<file path="src/rtl/wwdt_guard.sv">
`timescale 1ns/1ps
module wwdt_guard #(
  parameter int CNT_W = 16,
  parameter int KEY_W = 8,
  parameter logic [KEY_W-1:0] KEY = 8'hA5,
  parameter int DEF_OPEN = 0,
  parameter int DEF_LIMIT = 1024,
  parameter int GRACE = 16
) (
  input  logic             clk,
  input  logic             rst_n,
  input  logic             svc_valid,
  input  logic [KEY_W-1:0] svc_key,
  input  logic             cfg_wr,
  input  logic [CNT_W-1:0] cfg_open,
  input  logic [CNT_W-1:0] cfg_limit,
  output logic             fault_irq,
  output logic             rst_req
);
  localparam int GW = (GRACE > 1) ? $clog2(GRACE) : 1;

  logic [CNT_W-1:0] cnt, open_r, limit_r;
  logic [GW-1:0]    grace;
  logic             locked, fault, rst_q;

  wire key_ok    = (svc_key == KEY);
  wire svc_good  = svc_valid && key_ok && (cnt >= open_r);
  wire expire    = ({1'b0, cnt} + (CNT_W+1)'(1)) >= {1'b0, limit_r};
  wire grace_end = (grace == GW'(GRACE - 1));

  always_ff @(posedge clk) begin
    if (!rst_n) begin
      open_r  <= CNT_W'(DEF_OPEN);
      limit_r <= CNT_W'(DEF_LIMIT);
      locked  <= 1'b0;
    end else if (cfg_wr && !locked) begin
      open_r  <= cfg_open;
      limit_r <= cfg_limit;
      locked  <= 1'b1;
    end
  end

  always_ff @(posedge clk) begin
    if (!rst_n) begin
      cnt   <= '0;
      fault <= 1'b0;
      grace <= '0;
      rst_q <= 1'b0;
    end else begin
      rst_q <= 1'b0;
      if (fault) begin
        if (svc_valid && key_ok) begin
          fault <= 1'b0;
          cnt   <= '0;
          grace <= '0;
        end else if (grace_end) begin
          fault <= 1'b0;
          rst_q <= 1'b1;
          cnt   <= '0;
          grace <= '0;
        end else begin
          grace <= grace + GW'(1);
        end
      end else if (svc_valid) begin
        cnt <= '0;
        if (!svc_good) begin
          fault <= 1'b1;
          grace <= '0;
        end
      end else if (expire) begin
        fault <= 1'b1;
        cnt   <= '0;
        grace <= '0;
      end else begin
        cnt <= cnt + CNT_W'(1);
      end
    end
  end

  assign fault_irq = fault;
  assign rst_req   = rst_q;
endmodule

</file>
<file path="config.mk">
export PLATFORM = sky130hd
export DESIGN_NAME = wwdt_guard
export DESIGN_NICKNAME = d
export VERILOG_FILES = /design/src/rtl/wwdt_guard.sv
export SDC_FILE = /design/constraint.sdc
export NUM_CORES = 1
export LEC_CHECK = 0
export BUFFER_PORTS_ARGS = -buffer_cell sky130_fd_sc_hd__buf_4
export CAP_MARGIN = 20
export CORE_MARGIN = 10
export CORE_UTILIZATION = 43
export DETAILED_ROUTE_END_ITERATION = 10
export PLACE_DENSITY = 0.71
export SYNTH_ARGS = -nofsm -noshare
export SYNTH_HDL_FRONTEND = slang
export SYNTH_SLANG_ARGS = --single-unit
</file>
<file path="constraint.sdc">
create_clock -name clk -period 3.15 [get_ports clk]
set_clock_uncertainty 0.05 [all_clocks]
set_input_delay 0.63 -clock clk [delete_from_list [all_inputs] [get_ports clk]]
set_output_delay 0.63 -clock clk [all_outputs]
set_load 0.005 [all_outputs]
</file>
[Yosys cells after proc, flatten, opt, wreduce, memory -nomap -nowiden]
Index checks and enable logic that the tools add are counted.
Storage, ports and cells
  flip-flop bits (word level): 55
  input port bits: 44
  output and inout port bits: 2
  logic and storage cells: 43
Operators by class
  add/sub/neg operators: 3
  $lt $le $gt $ge: 2
  equality and inequality tests: 4
  multiplexer cells: 18
  bitwise logic cells: 2
  reduce and logical (&&, ||, !) cells: 7
Operator list (number)
  $mux W16: 5
  $mux W4: 6
  $add A16 B1 Y17 const B: 1
  $ge A17 B16 Y1: 1
  $add A16 B1 Y16 const B: 1
  $ge A16 B16 Y1: 1
  $eq A8 B8 Y1 const B: 1
  $mux W1: 7
  $add A4 B1 Y4 const B: 1
  $eq A4 B4 Y1 const B: 1
  $logic_and A1 B1 Y1: 3
  $ne A3 B1 Y1 const B: 1
  $ne A3 B3 Y1 const B: 1
  $reduce_bool A3 Y1: 1
  $reduce_or A3 Y1: 1
  $not A1 Y1: 2
  $reduce_and A2 Y1: 1
  $logic_not A1 Y1: 1

[Logic depth before layout (Yosys ltp)]
  word-level depth: 6
  depth in mapped cells: 15
  mapped depth without buffers: 14

[Least setup slack after synthesis]
OpenSTA, ideal clock, no wires.
  path type: register to register
  from: register cnt[2]
  to: register grace[3]
  setup time: 0.074 ns
  data arrival time: 2.796 ns
  required time: 3.026 ns
  path slack: 0.230 ns
  stages on the path, launching flop included: 14
  period minus slack after synthesis: 2.920 ns
  cell sequence: dfxtp_1 > nand2_1 > or2_2 > nor2_1 > and4_1 > xor2_1 > ha_1 > o21a_1 > a221oi_2 > o211ai_2 > or2_1 > buf_6 > o21a_4 > a31oi_4
On the way
  word-level cells in the longest chain between the ends: 4
RTL lines
  start, declared: line 22  | logic [CNT_W-1:0] cnt, open_r, limit_r;
  start signal, assigned: line 75  | cnt <= cnt + CNT_W'(1);
  $add A16 B1 Y17 / $ge A16 B16 Y1 (equally long branches): line 28, 27
  $ge A17 B16 Y1 / $logic_and A1 B1 Y1 (equally long branches): line 28, 27
  $reduce_bool A3 Y1 (no line) / $ne A3 B3 Y1 (equally long branches)
  $reduce_and A2 Y1 (no line) (*)
  end signal, assigned: line 62  | grace <= grace + GW'(1);
  end, declared: line 23  | logic [GW-1:0] grace;
Every way passes the cells marked *; elsewhere a longest branch is shown, timed or not.
A chain may end at the register's enable or synchronous reset.

[Worst setup path in the final report]
  from: register cnt[8]
  to: register cnt[10]
On the way
  word-level cells in the longest chain between the ends: 5
RTL lines
  $add A16 B1 Y17: line 28  | wire expire = ({1'b0, cnt} + (CNT_W+1)'(1)) >= {1'b0, limit_r};
  $ge A17 B16 Y1: line 28
  $mux W16 (*): line 70  | end else if (expire) begin
  $mux W16 (*): line 64  | end else if (svc_valid) begin
  $mux W16 (*): line 51  | if (fault) begin
Marks and branches as above.

==> metrics.md <==
| Metric | Value |
|---|---|
| Sink Count | `55` |
| Reg2reg end | `cnt[10]` |
| Main synth FF type | `dfxtp_1` |
| Cell mode on critical path | `or2_4` |
| Dpl cell area | `about 0.0036 mm^2` |
| FF-to-FF path depth | `12` |
| Max Slew Vio Count | `0` |
| Drt first pass iters | `4` |
| Congestion Overflow GR | `0` |
| Status | `finished, final reports clean` |
| CP Cell Sequence | `nand4_2 > or2_4 > nor2_2 > and4_4 > xor2_2 > ha_1 > o21a_1 > a221oi_2 > o211ai_2 > or2_4 > nor4_1 > a21o_1` |
| Final hold violation count | `0` |
| Slowest stage cell, crit path | `dfxtp_2` |
| Iteration-0 DRC Markers | `a little over 100` |
| GP Congestion | `about 0.94` |
| Post-synth top cells | `nand2_1 (82), dfxtp_1 (55), inv_1 (37), ha_1 (34), a21boi_0 (31)` |
| Overall track demand over capacity in global routing | `0.130` |
| Pwr Density | `slightly above 400 mW/mm^2` |
| Initial Util | `0.438` |
| Area delta synth->final | `23.5%` |
| Hold Crit Class | `flop to flop` |
| Reg2reg start | `cnt[8]` |
| Crit path depth | `12` |
| Wirelength per Cell | `13.4 um` |
| Via Count | `between 2000 and 3000` |
| PortBufs | `45` |
| Synth area leaders | `dfxtp_1 (35%), ha_1 (14%), nand2_1 (9.8%), a21boi_0 (7.4%), inv_1 (4.4%)` |
| WP data required | `~3400 ps` |
| Mapped Cells | `roughly 380` |
| Register area share after synthesis | `0.350` |
| Placed cells | `520` |
| Grt met2 use | `0.218` |
| WS Path Type | `flop to flop` |
| Core area | `between 0.007 and 0.008 mm^2` |
| Synth top area share | `0.350` |
| Clock Latency Late Sink | `~320 ps` |
| Final Non-Filler Cells | `around 530` |
| Final net count | `approximately 510` |
| Met1 Usage GRT | `0.159` |
| H-tree levels | `2` |
| Worst Tran Pin Value | `between 700 and 800 ps` |
| First-pass GRT wire length | `between 10 and 15 mm` |
| Post-synth ARST share | `0` |
| Diode count | `0` |
| Initial antenna violation count | `0` |
| Die area | `0.0111 mm^2` |
| Fraction of layout cells with a size suffix above 1 | `0.229` |
| Crit Path Max Fanout | `7` |
| EDFF count, synth | `0` |
| Yosys warns | `0` |
| I/O Pins | `46` |
| Post-route DRC | `0` |
| Number of nets with antenna violations after routing | `0` |
| Static leakage | `1.70 nW` |
| Post-Syn Nets | `454` |
| Max Freq | `roughly 0.33 GHz` |
| Fin area | `slightly below 0.004 mm^2` |
| CP startpoint kind | `flop` |
| Largest delay share family, worst path | `simple AND/OR/NAND/NOR gates` |
| Arrival @ worst endpoint | `approximately 3300 ps` |
| R2r setup slk | `a little over 80 ps` |
| Max_cap viols | `0` |
| GR peak layer | `met2` |
| Root buffer cell | `clkbuf_8` |
| Final WL | `approximately 7 mm` |
| CTS tree | `built` |
| Final hold slack | `around 420 ps` |
| CP max stage delay | `roughly 350 ps` |
| Worst setup endpoint | `cnt[10]` |
| Total CTS buffers | `5` |
| Post-DP HPWL | `~5.5 mm` |
| Crit path buffers/inverters | `0` |
| Tcrit/Tclk final | `0.974` |
| Synth cell types | `46` |
| Row count | `31` |
| Final setup violation count | `0` |
| Area leader, netlist | `dfxtp_1` |
| Most numerous cell in the Yosys netlist | `nand2_1` |
| Post-route setup slack | `roughly 83 ps` |
| CTS max path bufs | `2` |
| Yosys reg bits | `55` |
| Clock transition at the registers of the reported paths | `about 110 ps` |
| GR Util met3 | `0.0341` |
| Pwr Total | `roughly 1.6 mW` |
| Crit path from | `cnt[8]` |
| Vias in the first global route | `2695` |
| Netlist Area Pre-Place | `0.00314 mm^2` |
| Crit end category | `flop` |
| Mapped Avg Cell Area | `approximately 8.4 um^2` |
| Max VDD drop | `around 220 uV` |
| Die extent in x | `105 um` |
| Largest net degree at the start of global routing | `37` |
| Drt via density | `5.04` |
| Pre-CTS WS | `-261 ps` |
| Max-slew headroom | `0.498` |
| Min cycle time layout | `3070 ps` |
| Die height | `~110 um` |
-- tightest hold or removal path: cells and delay by family (launching register included) --
kind | cells | cell delay (ps)
DFF | 1 | 320
AOI/OAI and AO/OA | 1 | 60
and+or+nand+nor | 1 | 50
-- power by group --
group	total (mW)	internal [mW]	leakage (nW)	switching (mW)
combinational	0.237	0.117	1.19	0.120
clock	0.557	0.317	0.0644	0.240
sequential	0.778	0.738	0.452	0.0392
-- sequential cells by signal (all words and copies together), names as in the netlist --
signal	flops
locked	1
grace	4
open_r	16
limit_r	16
fault_irq	1
cnt	16
rst_req	1
-- metrics by stage --
stage,utilization,setup TNS (ps)
2_1_floorplan,-,0
3_3_place_gp,0.509,-605
3_5_place_dp,0.509,-2800
4_1_cts,0.531,0
5_1_grt,0.541,-7.42
6_report,0.541,0
-- cells in the final DEF, fill, tap and decap left out, types with 8 or more instances in the layout --
cell and count:
buf_4 62, a22o_1 11, o21ai_0 8, nand2_1 82, nor2_1 8, ha_1 34, inv_1 37, a21oi_1 12
a21boi_0 31, nand3_1 9, dfxtp_1 50
-- metal layers --
layer | routed length (um) | share of wire | vias to the layer above
li1 | - | - | 1393
met2 | 3380 | 0.47 | 52
met5 | 0 | 0 | -
met3 | 330 | 0.046 | 10
met4 | 118 | 0.017 | 0
met1 | 3290 | 0.46 | 1222
-- cells by family after synthesis --
family,Yosys count,synth area share
adders and majority gates,34,0.135
AOI/OAI and AO/OA,92,0.224
DFF,55,0.350
xor gates and xnor gates,11,0.0330
and+or+nand+nor,133,0.193
buffers and inverters,51,0.0641
-- how the worst min path moves through the flow --
| stage | start | to | slack [ps] | cells after the start |
|---|---|---|---|---|
| 2_1_floorplan | open_r[3] | open_r[3] | 390 | 2 |
| 3_3_place_gp | limit_r[3] | limit_r[3] | 400 | 2 |
| 3_5_place_dp | limit_r[1] | limit_r[1] | 410 | 2 |
| 4_1_cts | limit_r[1] | limit_r[1] | 420 | 2 |
| 5_1_grt | open_r[8] | open_r[8] | 440 | 2 |
| 6_report | limit_r[2] | limit_r[2] | 420 | 2 |
-- final cells by class --
class	instances	area [um^2]
Fill cell	692	3290
Multi-Input combinational cell	270	1910
Sequential cell	55	1110
Timing Repair Buffer	62	465
Inverter	37	139
Tap cell	99	124
Clock buffer	5	68.8
Clock inverter	3	67.6
-- what timing repair did --
item,4_1_cts,5_1_grt
buffers inserted,2,1
resized for setup,5,16
hold buffers,0,0
pin swaps,0,4
endpoints found under the hold margin,0,0
endpoints found under the setup margin,19,20
Note: power is estimated with default switching activity, not from simulation.
